<file path="config.mk">
export PLATFORM = sky130hd
export DESIGN_NAME = intgate_seq
export DESIGN_NICKNAME = d
export VERILOG_FILES = /design/src/rtl/intgate_pkg.sv /design/src/rtl/intgate_addr.sv /design/src/rtl/intgate_check.sv /design/src/rtl/intgate_seq.sv
export SDC_FILE = /design/constraint.sdc
export NUM_CORES = 1
export LEC_CHECK = 0
export BUFFER_PORTS_ARGS = -buffer_cell sky130_fd_sc_hd__buf_2
export CAP_MARGIN = 30
export CORE_ASPECT_RATIO = 1.75
export CORE_MARGIN = 8
export CORE_UTILIZATION = 40
export CTS_CLUSTER_SIZE = 28
export DETAILED_ROUTE_END_ITERATION = 12
export GPL_TIMING_DRIVEN = 0
export SYNTH_ARGS = -nofsm -noshare
export SYNTH_HDL_FRONTEND = slang
export SYNTH_SLANG_ARGS = --single-unit
</file>
<file path="constraint.sdc">
create_clock -name clk -period 22.8 [get_ports clk]
set_input_delay 4.56 -clock clk [delete_from_list [all_inputs] [get_ports clk]]
set_output_delay 4.56 -clock clk [all_outputs]
set_load 0.005 [all_outputs]
</file>
<file path="src/rtl/intgate_pkg.sv">
package intgate_pkg;
  localparam int GATE_W = 64;
  localparam int SEL_W  = 16;

  typedef enum logic [3:0] {
    ST_IDLE, ST_REQ_LO, ST_WAIT_LO, ST_REQ_HI, ST_WAIT_HI,
    ST_REQ_DSC, ST_WAIT_DSC, ST_DONE, ST_FAULT
  } seq_state_e;

  typedef enum logic [1:0] {
    PH_GATE_LO, PH_GATE_HI, PH_DESC
  } fetch_ph_e;
endpackage

</file>
<file path="src/rtl/intgate_addr.sv">
module intgate_addr
  import intgate_pkg::*;
#(
  parameter int ADDR_W = 64,
  parameter int VEC_W  = 8
) (
  input  fetch_ph_e          ph,
  input  logic [ADDR_W-1:0]  idt_base,
  input  logic [ADDR_W-1:0]  gdt_base,
  input  logic [ADDR_W-1:0]  ldt_base,
  input  logic [VEC_W-1:0]   vec,
  input  logic [SEL_W-1:0]   sel,
  output logic [ADDR_W-1:0]  addr
);
  localparam int GATE_SHIFT = 4;   // 16-byte gates
  localparam int HALF_OFS   = 8;   // high word follows low word
  localparam logic [SEL_W-1:0] IDX_MASK = SEL_W'(16'h00F8);

  logic [ADDR_W-1:0] gate_ofs;
  logic [ADDR_W-1:0] dsc_ofs;
  logic [ADDR_W-1:0] tbl_base;

  assign gate_ofs = ADDR_W'(vec) << GATE_SHIFT;
  assign dsc_ofs  = ADDR_W'(sel & IDX_MASK);
  assign tbl_base = sel[2] ? ldt_base : gdt_base;

  always_comb begin
    unique case (ph)
      PH_GATE_LO: addr = idt_base + gate_ofs;
      PH_GATE_HI: addr = idt_base + gate_ofs + ADDR_W'(HALF_OFS);
      default:    addr = tbl_base + dsc_ofs;
    endcase
  end
endmodule

</file>
<file path="src/rtl/intgate_check.sv">
module intgate_check
  import intgate_pkg::*;
#(
  parameter int VA_BITS = 48
) (
  input  logic [GATE_W-1:0] lo,
  input  logic [GATE_W-1:0] hi,
  output logic              type_ok,
  output logic              canon_ok,
  output logic [3:0]        gtype,
  output logic [2:0]        ist,
  output logic [SEL_W-1:0]  sel,
  output logic [GATE_W-1:0] offset
);
  logic unused_gate_bits;
  assign unused_gate_bits = ^{hi[63:32], lo[47:44], lo[39:35]};

  assign gtype   = lo[43:40];
  assign type_ok = (gtype & 4'hE) == 4'hE;
  assign sel     = lo[31:16];
  assign ist     = lo[34:32];
  assign offset  = {hi[31:0], lo[63:48], lo[15:0]};

  generate
    if (VA_BITS >= GATE_W) begin : g_full
      assign canon_ok = 1'b1;
    end else begin : g_sext
      localparam int TOP_N = GATE_W - VA_BITS + 1;
      logic [TOP_N-1:0] top_bits;
      assign top_bits = offset[GATE_W-1:VA_BITS-1];
      assign canon_ok = (top_bits == '0) || (top_bits == '1);
    end
  endgenerate
endmodule

</file>
<file path="src/rtl/intgate_seq.sv">
module intgate_seq
  import intgate_pkg::*;
#(
  parameter int ADDR_W  = 64,
  parameter int VEC_W   = 8,
  parameter int VA_BITS = 48
) (
  input  logic              clk,
  input  logic              rst,
  input  logic              start,
  input  logic [VEC_W-1:0]  vector,
  input  logic [ADDR_W-1:0] idt_base,
  input  logic [ADDR_W-1:0] gdt_base,
  input  logic [ADDR_W-1:0] ldt_base,
  output logic              mreq_valid,
  input  logic              mreq_ready,
  output logic [ADDR_W-1:0] mreq_addr,
  input  logic              mrsp_valid,
  output logic              mrsp_ready,
  input  logic [63:0]       mrsp_data,
  output logic              done,
  output logic              fault,
  output logic [15:0]       fault_code,
  output logic [63:0]       tgt_offset,
  output logic [15:0]       tgt_sel,
  output logic [63:0]       tgt_desc,
  output logic [2:0]        tgt_ist,
  output logic [3:0]        tgt_type
);
  seq_state_e        state, state_n;
  logic [VEC_W-1:0]  vec_q;
  logic [ADDR_W-1:0] idt_q, gdt_q, ldt_q;
  logic [GATE_W-1:0] lo_q, hi_q, desc_q;
  logic [GATE_W-1:0] lo_in, hi_in;
  logic              type_ok, canon_ok, rsp_take;
  fetch_ph_e         ph;

  assign rsp_take = mrsp_valid && mrsp_ready;
  // Checks run on the arriving word so a failing field faults without a spare state
  assign lo_in = (state == ST_WAIT_LO) ? mrsp_data : lo_q;
  assign hi_in = (state == ST_WAIT_HI) ? mrsp_data : hi_q;

  intgate_check #(.VA_BITS(VA_BITS)) u_check (
    .lo(lo_in), .hi(hi_in), .type_ok(type_ok), .canon_ok(canon_ok),
    .gtype(tgt_type), .ist(tgt_ist), .sel(tgt_sel), .offset(tgt_offset)
  );

  always_comb begin
    unique case (state)
      ST_REQ_LO: ph = PH_GATE_LO;
      ST_REQ_HI: ph = PH_GATE_HI;
      default:   ph = PH_DESC;
    endcase
  end

  intgate_addr #(.ADDR_W(ADDR_W), .VEC_W(VEC_W)) u_addr (
    .ph(ph), .idt_base(idt_q), .gdt_base(gdt_q), .ldt_base(ldt_q),
    .vec(vec_q), .sel(tgt_sel), .addr(mreq_addr)
  );

  assign mreq_valid = (state == ST_REQ_LO) || (state == ST_REQ_HI) || (state == ST_REQ_DSC);
  assign mrsp_ready = (state == ST_WAIT_LO) || (state == ST_WAIT_HI) || (state == ST_WAIT_DSC);
  assign done       = (state == ST_DONE);
  assign fault      = (state == ST_FAULT);
  assign fault_code = '0;
  assign tgt_desc   = desc_q;

  always_comb begin
    state_n = state;
    unique case (state)
      ST_IDLE:     if (start) state_n = ST_REQ_LO;
      ST_REQ_LO:   if (mreq_ready) state_n = ST_WAIT_LO;
      ST_WAIT_LO:  if (rsp_take) state_n = type_ok ? ST_REQ_HI : ST_FAULT;
      ST_REQ_HI:   if (mreq_ready) state_n = ST_WAIT_HI;
      ST_WAIT_HI:  if (rsp_take) state_n = canon_ok ? ST_REQ_DSC : ST_FAULT;
      ST_REQ_DSC:  if (mreq_ready) state_n = ST_WAIT_DSC;
      ST_WAIT_DSC: if (rsp_take) state_n = ST_DONE;
      default:     state_n = ST_IDLE;
    endcase
  end

  always_ff @(posedge clk) begin
    if (rst) begin
      state  <= ST_IDLE;
      vec_q  <= '0;
      idt_q  <= '0;
      gdt_q  <= '0;
      ldt_q  <= '0;
      lo_q   <= '0;
      hi_q   <= '0;
      desc_q <= '0;
    end else begin
      state <= state_n;
      if (state == ST_IDLE && start) begin
        vec_q <= vector;
        idt_q <= idt_base;
        gdt_q <= gdt_base;
        ldt_q <= ldt_base;
      end
      if (rsp_take && state == ST_WAIT_LO)  lo_q   <= mrsp_data;
      if (rsp_take && state == ST_WAIT_HI)  hi_q   <= mrsp_data;
      if (rsp_take && state == ST_WAIT_DSC) desc_q <= mrsp_data;
    end
  end

  a_r8_exclusive: assert property (@(posedge clk) disable iff (rst)
    !(done && fault));
  a_r8_done_single: assert property (@(posedge clk) disable iff (rst)
    done |=> !done);
  a_r8_fault_single: assert property (@(posedge clk) disable iff (rst)
    fault |=> !fault);
  a_r8_done_after_desc: assert property (@(posedge clk) disable iff (rst)
    (state == ST_WAIT_DSC && rsp_take) |=> done);
  a_r3_req_hold: assert property (@(posedge clk) disable iff (rst)
    (mreq_valid && !mreq_ready) |=> (mreq_valid && $stable(mreq_addr)));
  a_r4_quiet_after_fault: assert property (@(posedge clk) disable iff (rst)
    fault |=> !mreq_valid);
  a_r6_done_canonical: assert property (@(posedge clk) disable iff (rst)
    done |-> (tgt_offset[63:VA_BITS-1] == '0 || tgt_offset[63:VA_BITS-1] == '1));
  a_r9_start_ignored: assert property (@(posedge clk) disable iff (rst)
    (state != ST_IDLE && start) |=> $stable(vec_q));
  a_r2_no_req_while_waiting: assert property (@(posedge clk) disable iff (rst)
    (mrsp_ready && !mrsp_valid) |=> !mreq_valid);
endmodule

</file>
==> results by group <==
Run status
  • Status: finished, final reports clean

Synth
  • Synth async-reset ratio: 0%
  • Simple-gate area share of the yosys netlist: 28.40%
  • Syn avg cell area: 7.359 um^2
  • Combinational family with the most area after synthesis: simple AND/OR/NAND/NOR gates
  • Seq cells post-synth: 355
  • Ys flop type: dfxtp_1
  • Mux share of post-synthesis cell area: 7.920%
  • Cell Area, Synth: 0.02021 mm^2
  • Mapped Cells: 2,746
  • Synth Area in Compound Gates: between 15 and 20%
  • Synth Area in Adders: ~1.1%
  • Distinct cells, synth: 98
  • EDFF count, synth: 0
  • Yosys warnings: 0
  • Synth Area in XOR/XNOR: roughly 7.3%
  • Seq/Total Area, Yosys: 35.17%

STA
  • RSZ-0062 raised after global routing: false
  • Final Setup Violations: 0
  • Fin Setup TNS: 0 ns
  • Worst setup margin: 5.503 ns
  • F_max: 0.05781 GHz
  • Hold Vio Cnt, Final: 0
  • Max_slew headroom: 31.23%
  • Tcrit/Tclk final: roughly 76%
  • Clock skew: 0.01652 ns
  • Fin crit period: 17.30 ns
  • Fin. max-slew vios: 0
  • Slew @ Worst Pin: roughly 1 ns

Floorplan
  • # rows: 109
  • Core area: roughly 0.05 mm^2
  • Starting Density: roughly two fifths
  • IO Count: between 500 and 600
  • Die Width: 185.9 um
  • Die ar.: 0.05825 mm^2
  • Die span in y: 313.3 um

Place
  • # placed instances: 3,919
  • DP HPWL: approximately 74,000 um
  • Pre-CTS setup slack: 5.698 ns
  • PortBufs: 486
  • Placer congestion estimate: 1.001

Critical path
  • Critical path type: in2out
  • CP endpoint kind: output pin
  • WP data arrival: 12.74 ns
  • Startpoint types: primary input
  • Crit-path max cell delay: ~0.84 ns
  • Maximum fanout along the worst path: 10
  • Crit path cell chain: buf_2, mux2i_4, clkbuf_1, clkbuf_1, buf_2, buf_1, clkbuf_1, nand2_1, nand2_1, ha_1, a211oi_1, o21bai_1, a21oi_1, nor4_2, nand4_1, nor2_1, o21ai_0, xor2_1, nand2_1, o21ai_1, buf_2
  • CP required: 18.24 ns
  • CP max-delay cell: nor4_2

Clock tree
  • Cts repair resizes: 0
  • Post-CTS Hold Fix Bufs: 0
  • Setup bufs post-CTS: 0
  • Num CTS Buffers: 36
  • CTS Root Cell: clkbuf_16
  • CTS H-tree lvls: 2
  • Max clock buf depth: 3
  • Worst-path clk slew: ~0.06 ns
  • Clk_lat worst skew: between 0.5 and 0.6 ns
  • CTS tree: done
  • Clk sinks: 355

GRT
  • Overall Global Routing Usage: 29.37%
  • Overflow after GRT: 0
  • First-pass GRT wire length: approximately 130,000 um
  • Vias in the first global route: 22.27k
  • Largest net degree at the start of global routing: 16
  • Initial antenna violation count: 17

Power and ir drop
  • Worst vdd ir: 0.00008239 V
  • Combinational share of power: 40.6%
  • Part of the power in registers: 33.3%
  • Net Sw Power: slightly above 1 mW
  • Total power: 2.425 mW
  • P_int: between 1 and 1.5 mW
  • Leak pwr: approximately 10 nW
  • Clock power share: 26.0%
  • Sw frac: 41.69%
  • Pwr/cell area: 97.63 mW/mm^2

Routing
  • Routed len/inst: 22.29 um
  • DRC: 0
  • Via count: ~22k
  • DRT Wirelength: slightly below 90,000 um
  • Starting DRC count in detailed routing: 1,290
  • Drt via density: 5.436
  • Pre-antenna DRT Iters: 6
  • Post-DRT Antenna Nets: 0

Run
  • Max-cap check violation count: 0

Cells and area
  • Most common cell after layout, fill and taps aside: nand2_1
  • Area growth, synth to finish: 22.92%
  • Layout cells sized above 1: about a fifth
  • Multi-input gate area: 0.01223 mm^2
  • Post-layout util: about half
  • Fin cells: around 4.0k
  • Register area: 0.007107 mm^2
  • Nets: 3,576
  • Most frequent cells in the layout: nand2_1 (867), buf_2 (494), a21oi_1 (394)
  • # fillers: 5,154

Min path
  • HP Class: reg2reg
==> final cells by class <==
cell class	instances	area share, %
Multi-Input combinational cell	2184	49.22
Sequential cell	355	28.61
Timing Repair Buffer	492	10.08
Clock buffer	48	4.136
Tap cell	666	3.355
Buffer	192	3.320
Clock inverter	14	0.7707
Inverter	30	0.4534
Antenna cell	5	0.05037
==> synthesized netlist by cell type, drive strengths merged, types with 30 or more instances <==
library cell | n | area, um^2
nand2 | 870 | 3287
a21oi | 395 | 1981
dfxtp | 355 | 7107
clkbuf | 154 | 598.1
xnor2 | 87 | 780.8
o21ai | 82 | 414.2
xor2 | 79 | 691.9
nand3 | 78 | 395.4
mux2 | 77 | 867.1
nor2 | 74 | 280.3
mux2i | 72 | 733.2
nand4 | 49 | 327.8
buf | 38 | 226.5
nor3 | 34 | 197.7
and3 | 30 | 192.7
inv | 30 | 112.6
==> worst max-delay path: cells and delay by family <==
family	cells	cell delay (ns)
mux	1	0.62
simple gates	6	2.37
compound gates	5	1.04
xor+xnor	1	0.23
fa+ha+maj	1	0.26
buf+inv	7	3.59
==> per-stage QoR <==
step | instance area [um^2] | hold slack, ns
2_1_floorplan | 20260 | 0.4338
3_3_place_gp | 23530 | 0.4393
3_5_place_dp | 23610 | 0.4430
4_1_cts | 24830 | 0.4521
5_1_grt | 24830 | 0.4722
6_report | 24840 | 0.4493
==> power groups by stage <==
stage	sequential [mW]	combinational [mW]	clock (mW)
6_report	0.808	0.985	0.632
5_1_grt	0.818	1.06	0.663
4_1_cts	0.806	0.983	0.643
3_5_place_dp	0.818	0.979	0
3_3_place_gp	0.816	0.967	0
2_1_floorplan	0.783	0.575	0
==> state kept, by name, indices dropped and copies added (netlist names) <==
register / cells
idt_q: 64
lo_q: 55
hi_q: 32
state: 4
tgt_desc: 64
vec_q: 8
gdt_q: 64
ldt_q: 64
==> metal layers <==
layer / share of wire, % / vias up / track usage (%)
li1: - / 10420 / -
met1: 34 / 10100 / 27.72
met2: 52 / 881 / 55.88
met3: 7.6 / 246 / 6.913
met4: 6.3 / 16 / 17.38
met5: 0.11 / - / 0
==> cells by family (layout without fill, tap and decap cells) <==
| logic type | after synthesis | in the layout |
|---|---|---|
| and+or+nand+nor | 1273 | 1273 |
| AOI/OAI and AO/OA | 564 | 564 |
| DFF | 355 | 355 |
| buffers and inverters | 222 | 776 |
| xor gates and xnor gates | 166 | 166 |
| muxes | 149 | 149 |
| adders and majority gates | 16 | 16 |
| other | 1 | 21 |
==> worst paths after layout <==
check	startpoint	endpoint	slack (ns)	cells past startpoint
min	tgt_desc[38]	tgt_desc[38]	0.45	2
max	mrsp_data[18]	mreq_addr[44]	5.50	21
min reg2reg	tgt_desc[38]	tgt_desc[38]	0.45	2
max reg2reg	state[3]	state[0]	18.67	10
(Power assumes the default switching activity.)
